$ cat config.mk
export PLATFORM = sky130hd
export DESIGN_NAME = alarm_unit
export DESIGN_NICKNAME = d
export VERILOG_FILES = /design/src/rtl/alarm_unit_pkg.sv /design/src/rtl/alarm_slot.sv /design/src/rtl/alarm_irq.sv /design/src/rtl/alarm_unit.sv
export SDC_FILE = /design/constraint.sdc
export NUM_CORES = 1
export LEC_CHECK = 0
export CAP_MARGIN = 20
export CORE_ASPECT_RATIO = 1.5
export CORE_MARGIN = 1.5
export CORE_UTILIZATION = 50
export CTS_CLUSTER_SIZE = 12
export DETAILED_ROUTE_END_ITERATION = 6
export MAX_ROUTING_LAYER = met4
export PLACE_DENSITY_LB_ADDON = 0.08
export SLEW_MARGIN = 20
export SYNTH_ARGS = -nofsm -noshare
export SYNTH_HDL_FRONTEND = slang
export SYNTH_SLANG_ARGS = --single-unit
$ cat constraint.sdc
create_clock -name clk -period 3.1 [get_ports clk]
set_clock_uncertainty 0.2 [all_clocks]
set_input_delay 0.31 -clock clk [delete_from_list [all_inputs] [get_ports clk]]
set_output_delay 0.31 -clock clk [all_outputs]
set_load 0.005 [all_outputs]
$ cat src/rtl/alarm_unit_pkg.sv
package alarm_unit_pkg;
    localparam int ALARM_COUNT = 4;
    localparam int WORD_W      = 32;
    localparam int OFS_W       = 7;

    // register offsets decoded by software drivers
    localparam logic [OFS_W-1:0] OFS_TARGET0 = 7'h10;
    localparam int               TARGET_STEP = 4;
    localparam logic [OFS_W-1:0] OFS_ARMED   = 7'h20;
    localparam logic [OFS_W-1:0] OFS_RAW     = 7'h34;
    localparam logic [OFS_W-1:0] OFS_ENABLE  = 7'h38;
    localparam logic [OFS_W-1:0] OFS_FORCE   = 7'h3C;
    localparam logic [OFS_W-1:0] OFS_STATUS  = 7'h40;
endpackage

$ cat src/rtl/alarm_slot.sv
module alarm_slot #(
    parameter int TW = 32
) (
    input  logic          clk,
    input  logic          rst_n,
    input  logic          load,
    input  logic [TW-1:0] new_target,
    input  logic          disarm,
    input  logic [TW-1:0] now,
    output logic [TW-1:0] target_o,
    output logic          armed_o,
    output logic          fire_o
);
    typedef struct packed {
        logic [TW-1:0] target;
        logic          armed;
    } slot_t;

    slot_t s_d, s_q;
    logic  hit;

    always_comb begin
        hit = s_q.armed && (s_q.target == now);
        s_d = s_q;
        if (hit || disarm) s_d.armed = 1'b0;
        // arming from a target write outranks both disarm sources
        if (load) begin
            s_d.target = new_target;
            s_d.armed  = 1'b1;
        end
    end

    always_ff @(posedge clk or negedge rst_n) begin
        if (!rst_n) s_q <= '0;
        else        s_q <= s_d;
    end

    assign target_o = s_q.target;
    assign armed_o  = s_q.armed;
    assign fire_o   = hit;
endmodule

$ cat src/rtl/alarm_irq.sv
module alarm_irq #(
    parameter int N = 4
) (
    input  logic         clk,
    input  logic         rst_n,
    input  logic [N-1:0] fire,
    input  logic         wr_raw,
    input  logic         wr_en,
    input  logic         wr_frc,
    input  logic [N-1:0] wbits,
    output logic [N-1:0] raw_o,
    output logic [N-1:0] en_o,
    output logic [N-1:0] frc_o,
    output logic [N-1:0] status_o
);
    typedef struct packed {
        logic [N-1:0] raw;
        logic [N-1:0] en;
        logic [N-1:0] frc;
    } irq_t;

    irq_t r_d, r_q;
    logic [N-1:0] clr;

    always_comb begin
        clr   = wr_raw ? wbits : '0;
        r_d   = r_q;
        // a new fire beats a clearing write in the same cycle
        r_d.raw = (r_q.raw & ~clr) | fire;
        if (wr_en)  r_d.en  = wbits;
        if (wr_frc) r_d.frc = wbits;
    end

    always_ff @(posedge clk or negedge rst_n) begin
        if (!rst_n) r_q <= '0;
        else        r_q <= r_d;
    end

    assign raw_o    = r_q.raw;
    assign en_o     = r_q.en;
    assign frc_o    = r_q.frc;
    assign status_o = (r_q.raw & r_q.en) | r_q.frc;
endmodule

$ cat src/rtl/alarm_unit.sv
module alarm_unit
    import alarm_unit_pkg::*;
#(
    parameter int N  = ALARM_COUNT,
    parameter int DW = WORD_W,
    parameter int AW = OFS_W
) (
    input  logic          clk,
    input  logic          rst_n,
    input  logic          reg_wr,
    input  logic [AW-1:0] reg_addr,
    input  logic [DW-1:0] reg_wdata,
    output logic [DW-1:0] reg_rdata,
    input  logic [DW-1:0] time_lo,
    output logic [N-1:0]  irq_o
);
    logic [N-1:0]  tgt_load;
    logic [N-1:0]  disarm_mask;
    logic [N-1:0]  fire;
    logic [N-1:0]  armed;
    logic [N-1:0]  raw;
    logic [N-1:0]  en;
    logic [N-1:0]  frc;
    logic [N-1:0]  status;
    logic [DW-1:0] tgt [N];
    logic          hit_armed, hit_raw, hit_en, hit_frc;

    assign hit_armed   = reg_wr && (reg_addr == AW'(OFS_ARMED));
    assign hit_raw     = reg_wr && (reg_addr == AW'(OFS_RAW));
    assign hit_en      = reg_wr && (reg_addr == AW'(OFS_ENABLE));
    assign hit_frc     = reg_wr && (reg_addr == AW'(OFS_FORCE));
    assign disarm_mask = hit_armed ? reg_wdata[N-1:0] : '0;

    for (genvar g = 0; g < N; g++) begin : g_slot
        localparam logic [AW-1:0] SLOT_OFS = AW'(int'(OFS_TARGET0) + g * TARGET_STEP);
        assign tgt_load[g] = reg_wr && (reg_addr == SLOT_OFS);

        alarm_slot #(.TW(DW)) u_slot (
            .clk        (clk),
            .rst_n      (rst_n),
            .load       (tgt_load[g]),
            .new_target (reg_wdata),
            .disarm     (disarm_mask[g]),
            .now        (time_lo),
            .target_o   (tgt[g]),
            .armed_o    (armed[g]),
            .fire_o     (fire[g])
        );
    end

    alarm_irq #(.N(N)) u_irq (
        .clk      (clk),
        .rst_n    (rst_n),
        .fire     (fire),
        .wr_raw   (hit_raw),
        .wr_en    (hit_en),
        .wr_frc   (hit_frc),
        .wbits    (reg_wdata[N-1:0]),
        .raw_o    (raw),
        .en_o     (en),
        .frc_o    (frc),
        .status_o (status)
    );

    assign irq_o = status;

    always_comb begin
        reg_rdata = '0;
        for (int i = 0; i < N; i++) begin
            if (reg_addr == AW'(int'(OFS_TARGET0) + i * TARGET_STEP)) reg_rdata = tgt[i];
        end
        if (reg_addr == AW'(OFS_ARMED))  reg_rdata = DW'(armed);
        if (reg_addr == AW'(OFS_RAW))    reg_rdata = DW'(raw);
        if (reg_addr == AW'(OFS_ENABLE)) reg_rdata = DW'(en);
        if (reg_addr == AW'(OFS_FORCE))  reg_rdata = DW'(frc);
        if (reg_addr == AW'(OFS_STATUS)) reg_rdata = DW'(status);
    end
endmodule

==> flow_summary_export.csv <==
group,metric,value,unit
outcome,status,"finished, final reports clean",
sta,fin_crit,3.01,ns
finish,final_cell_mix,"dfrtp_1, xor2_1, clkdlybuf4s50_1, mux2_2, mux2_4",
finish,layout_commonest_cell,"dfrtp_1",
critical_path,arrival,2.50,ns
floorplanning,core_area,0.0161,mm²
placement,place_inst,1015,
power_and_ir_drop,irDropWorstVdd,0.304,mV
critical_path,cpPeakStageDelay,0.55,ns
worst_hold_path,hp-class,"primary input to async pin",
global_routing,antenna_found_initial,0,
power_and_ir_drop,power,5.14,mW
yosys,synth_nets,762,
sta,tightest_slew,0.754,ns
clock_tree,cts_tree,"done",
critical_path,worstPathCellList,"clkdlybuf4s50_1 -> nor3_4 -> and4bb_1 -> buf_4 -> and2_4 -> buf_4 -> a22oi_1 -> o21ai_1 -> clkdlybuf4s50_1",
finish,num-fill-cells,1325,
finish,fin_cells,1050,
clock_tree,cts_root_buf,"clkbuf_16",
finish,final_area,0.0105,mm²
placement,gp_congestion,0.968,
power_and_ir_drop,cellPowerDensity,489,mW/mm²
detailed_routing,vias_per_cell,5.96,
power_and_ir_drop,p_sw,1.32,mW
clock_tree,clock_tree.buffer_depth,2,
finish,nNetsFinal,906,
yosys,yosys-top-cells-area,"dfrtp_1, xor2_1, mux2_4",
finish,fin_util,0.653,
sta,fmax,333,MHz
detailed_routing,wl_per_cell,24.3,µm
sta,fin_crit_sh,0.970,
floorplanning,start_util,0.511,
global_routing,grt_max_degree,81,
yosys,ys_warn_count,0,
sta,finalHoldViolations,0,
power_and_ir_drop,clockPowerShare,0.428,
sta,drv_slew,0,
global_routing,grt_pass1_wl,39400,µm
critical_path,path_delay_family,"buffers and inverters",
floorplanning,boundaryPins,110,
critical_path,cp-end-kind,"output port",
yosys,ys.flop_type,"dfrtp_1",
detailed_routing,initialDrtViolationCount,397,
finish,regArea,0.00360,mm²
yosys,ys_seq_elements,144,
critical_path,crit_buf_inv,4,
critical_path,critPathMaxFanout,8,
power_and_ir_drop,internal-power,3.83,mW
power_and_ir_drop,seqPwrFrac,0.426,
detailed_routing,drtPass1Iterations,4,
yosys,syn_area,0.00823,mm²
clock_tree,worstSkewPairLatency,0.42,ns
detailed_routing,ant_nets,0,
placement,io_buffers,109,
clock_tree,cts_sinks,144,
critical_path,critPathLaunchType,"primary input",
placement,placed_cell_area,0.00982,mm²
sta,setup_violations,0,
yosys,synth_edf_count,0,
finish,antenna_cells,0,
yosys,avgSynthCellArea,12.0,µm²
yosys,syn_inst,688,
yosys,ys_types,42,
placement,dpl.hpwl,18700,µm
job,drv_cap,0,
yosys,ys_seq_area_frac,0.438,
detailed_routing,wl,25500,µm
power_and_ir_drop,leakage,5.27,nW
critical_path,critical_path_required,2.59,ns
finish,drive_gt1_frac,0.273,
detailed_routing,num_vias,6253,
floorplanning,die_area,0.0173,mm²
clock_tree,path_clk_slew,0.06,ns
detailed_routing,drc_errors,0,
sta,slew_headroom,0.497,
clock_tree,cts-htree-levels,4,
floorplanning,num_rows,57,
finish,multi_input_area,0.00445,mm²
yosys,netlist.area_leader.share,0.438,
floorplanning,dieHeight,160,µm
global_routing,gr-usage-all-layers,0.319,
global_routing,grt_pass1_vias,6684,
yosys,async_flop_share,1.00,
floorplanning,die_x,108,µm
critical_path,crit_path_top_delay_cell,"clkdlybuf4s50_1",
finish,area_growth_syn_to_layout,28.0,%
yosys,yosysTopAreaCell,"dfrtp_1",
power_and_ir_drop,switching_share,0.256,
power_and_ir_drop,p_comb_frac,0.146,
critical_path,path_class,"primary input to output port",
global_routing,overflow,0,
clock_tree,cts_made_buffers,17,
-- worst paths after layout --
kind                            slack, ns                     startpoint  depth (start not counted)                             to
worst min register to register       0.33       g_slot[1].u_slot.armed_o                          1                 u_irq.raw_o[1]
worst max register to register       1.01  g_slot[3].u_slot.target_o[18]                          5       g_slot[3].u_slot.armed_o
worst min-delay path                 0.30                          rst_n                          2   g_slot[2].u_slot.target_o[5]
min in group clk                     0.33       g_slot[1].u_slot.armed_o                          1                 u_irq.raw_o[1]
worst max-delay path                 0.09                    reg_addr[5]                          9                  reg_rdata[31]
max in group asynchronous            1.57                          rst_n                          3  g_slot[3].u_slot.target_o[31]
-- synthesized netlist by cell type (2+ instances only) --
| cell | n |
|---|---|
| nor3b_2 | 2 |
| nand2_1 | 18 |
| a221o_1 | 2 |
| buf_1 | 5 |
| mux2_2 | 75 |
| nor4_1 | 32 |
| mux2_4 | 58 |
| buf_6 | 6 |
| and2_1 | 3 |
| a21bo_2 | 4 |
| nand4_1 | 8 |
| nand3_1 | 2 |
| a21o_1 | 7 |
| nor3_1 | 9 |
| o21ai_1 | 5 |
| buf_2 | 12 |
| nor2_1 | 12 |
| a22oi_1 | 54 |
| a221oi_1 | 7 |
| nand2b_1 | 9 |
| and3_1 | 4 |
| a22o_1 | 4 |
| xor2_1 | 129 |
| dfrtp_1 | 144 |
| o21ai_0 | 34 |
| buf_4 | 3 |
| o22ai_1 | 2 |
| a21oi_1 | 11 |
| nor2b_1 | 3 |
| mux2_1 | 3 |
| a211o_1 | 2 |
| clkbuf_1 | 9 |
-- state kept, by name, summed over array words and instances (netlist names) --
| name | flops |
|---|---|
| g_slot.u_slot.armed_o | 4 |
| g_slot.u_slot.target_o | 128 |
| u_irq.en_o | 4 |
| u_irq.frc_o | 4 |
| u_irq.raw_o | 4 |
-- cells by family (layout without fill, tap and decap cells) --
logic type	count (synthesis)	after routing	share of synthesized area
mux	136	136	0.213
flops	144	144	0.438
xor+xnor	129	129	0.137
buf+inv	36	192	0.0251
simple gates	110	110	0.0775
compound gates	133	133	0.110
-- routing by layer --
metal / part of all wire / global-route usage / wire, µm / vias to the layer above
met2: 0.52 / 0.535 / 13300 / 215
met4: 0.035 / 0.134 / 884 / 0
met1: 0.40 / 0.376 / 10200 / 3183
met3: 0.044 / 0.0543 / 1130 / 45
met5: 0 / - / 0 / -
li1: - / - / - / 2810
-- area by class of cell --
type | instances | area share
timing repair buffer | 160 | 0.150
sequential | 144 | 0.342
multi-input combinational | 508 | 0.423
clock inverter | 9 | 0.0149
inverter | 1 | 0.000356
clock buffer | 22 | 0.0450
tap | 206 | 0.0245
-- worst reg2reg max path, cell delays in order, from the launching register on --
cell and delay, ns:
dfrtp_1 0.40, xor2_1 0.17, nor4_1 0.55, nand4_1 0.27
nor2_1 0.24, o21ai_0 0.12
-- metrics by stage --
step | setup slack (ns) | TNS, ns | hold slack (ns)
2_1_floorplan | 0.890 | 0 | -0.186
3_3_place_gp | -0.0841 | -0.317 | 0.207
3_5_place_dp | -0.0497 | -0.165 | 0.209
4_1_cts | 0.0160 | 0 | 0.326
5_1_grt | -0.00321 | -0.00482 | 0.347
6_report | 0.0926 | 0 | 0.301
-- power groups by stage --
| stage | Combinational, mW | Sequential [mW] | Clock [mW] |
|---|---|---|---|
| floorplan | 0.388 | 2.17 | 0 |
| global placement | 0.734 | 2.21 | 0 |
| detailed placement | 0.743 | 2.22 | 0 |
| CTS | 0.751 | 2.19 | 2.23 |
| global route | 0.801 | 2.21 | 2.31 |
| finish | 0.753 | 2.19 | 2.20 |
-- timing repair --
| item | in CTS | in global routing |
|---|---|---|
| endpoints found under the setup margin | 10 | 26 |
| hold buffers | 1 | 0 |
| gates resized for setup | 5 | 15 |
| pin swaps | 1 | 1 |
| setup buffers | 1 | 2 |
| endpoints found under the hold margin | 78 | 0 |
Note: power is estimated with default switching activity, not from simulation.
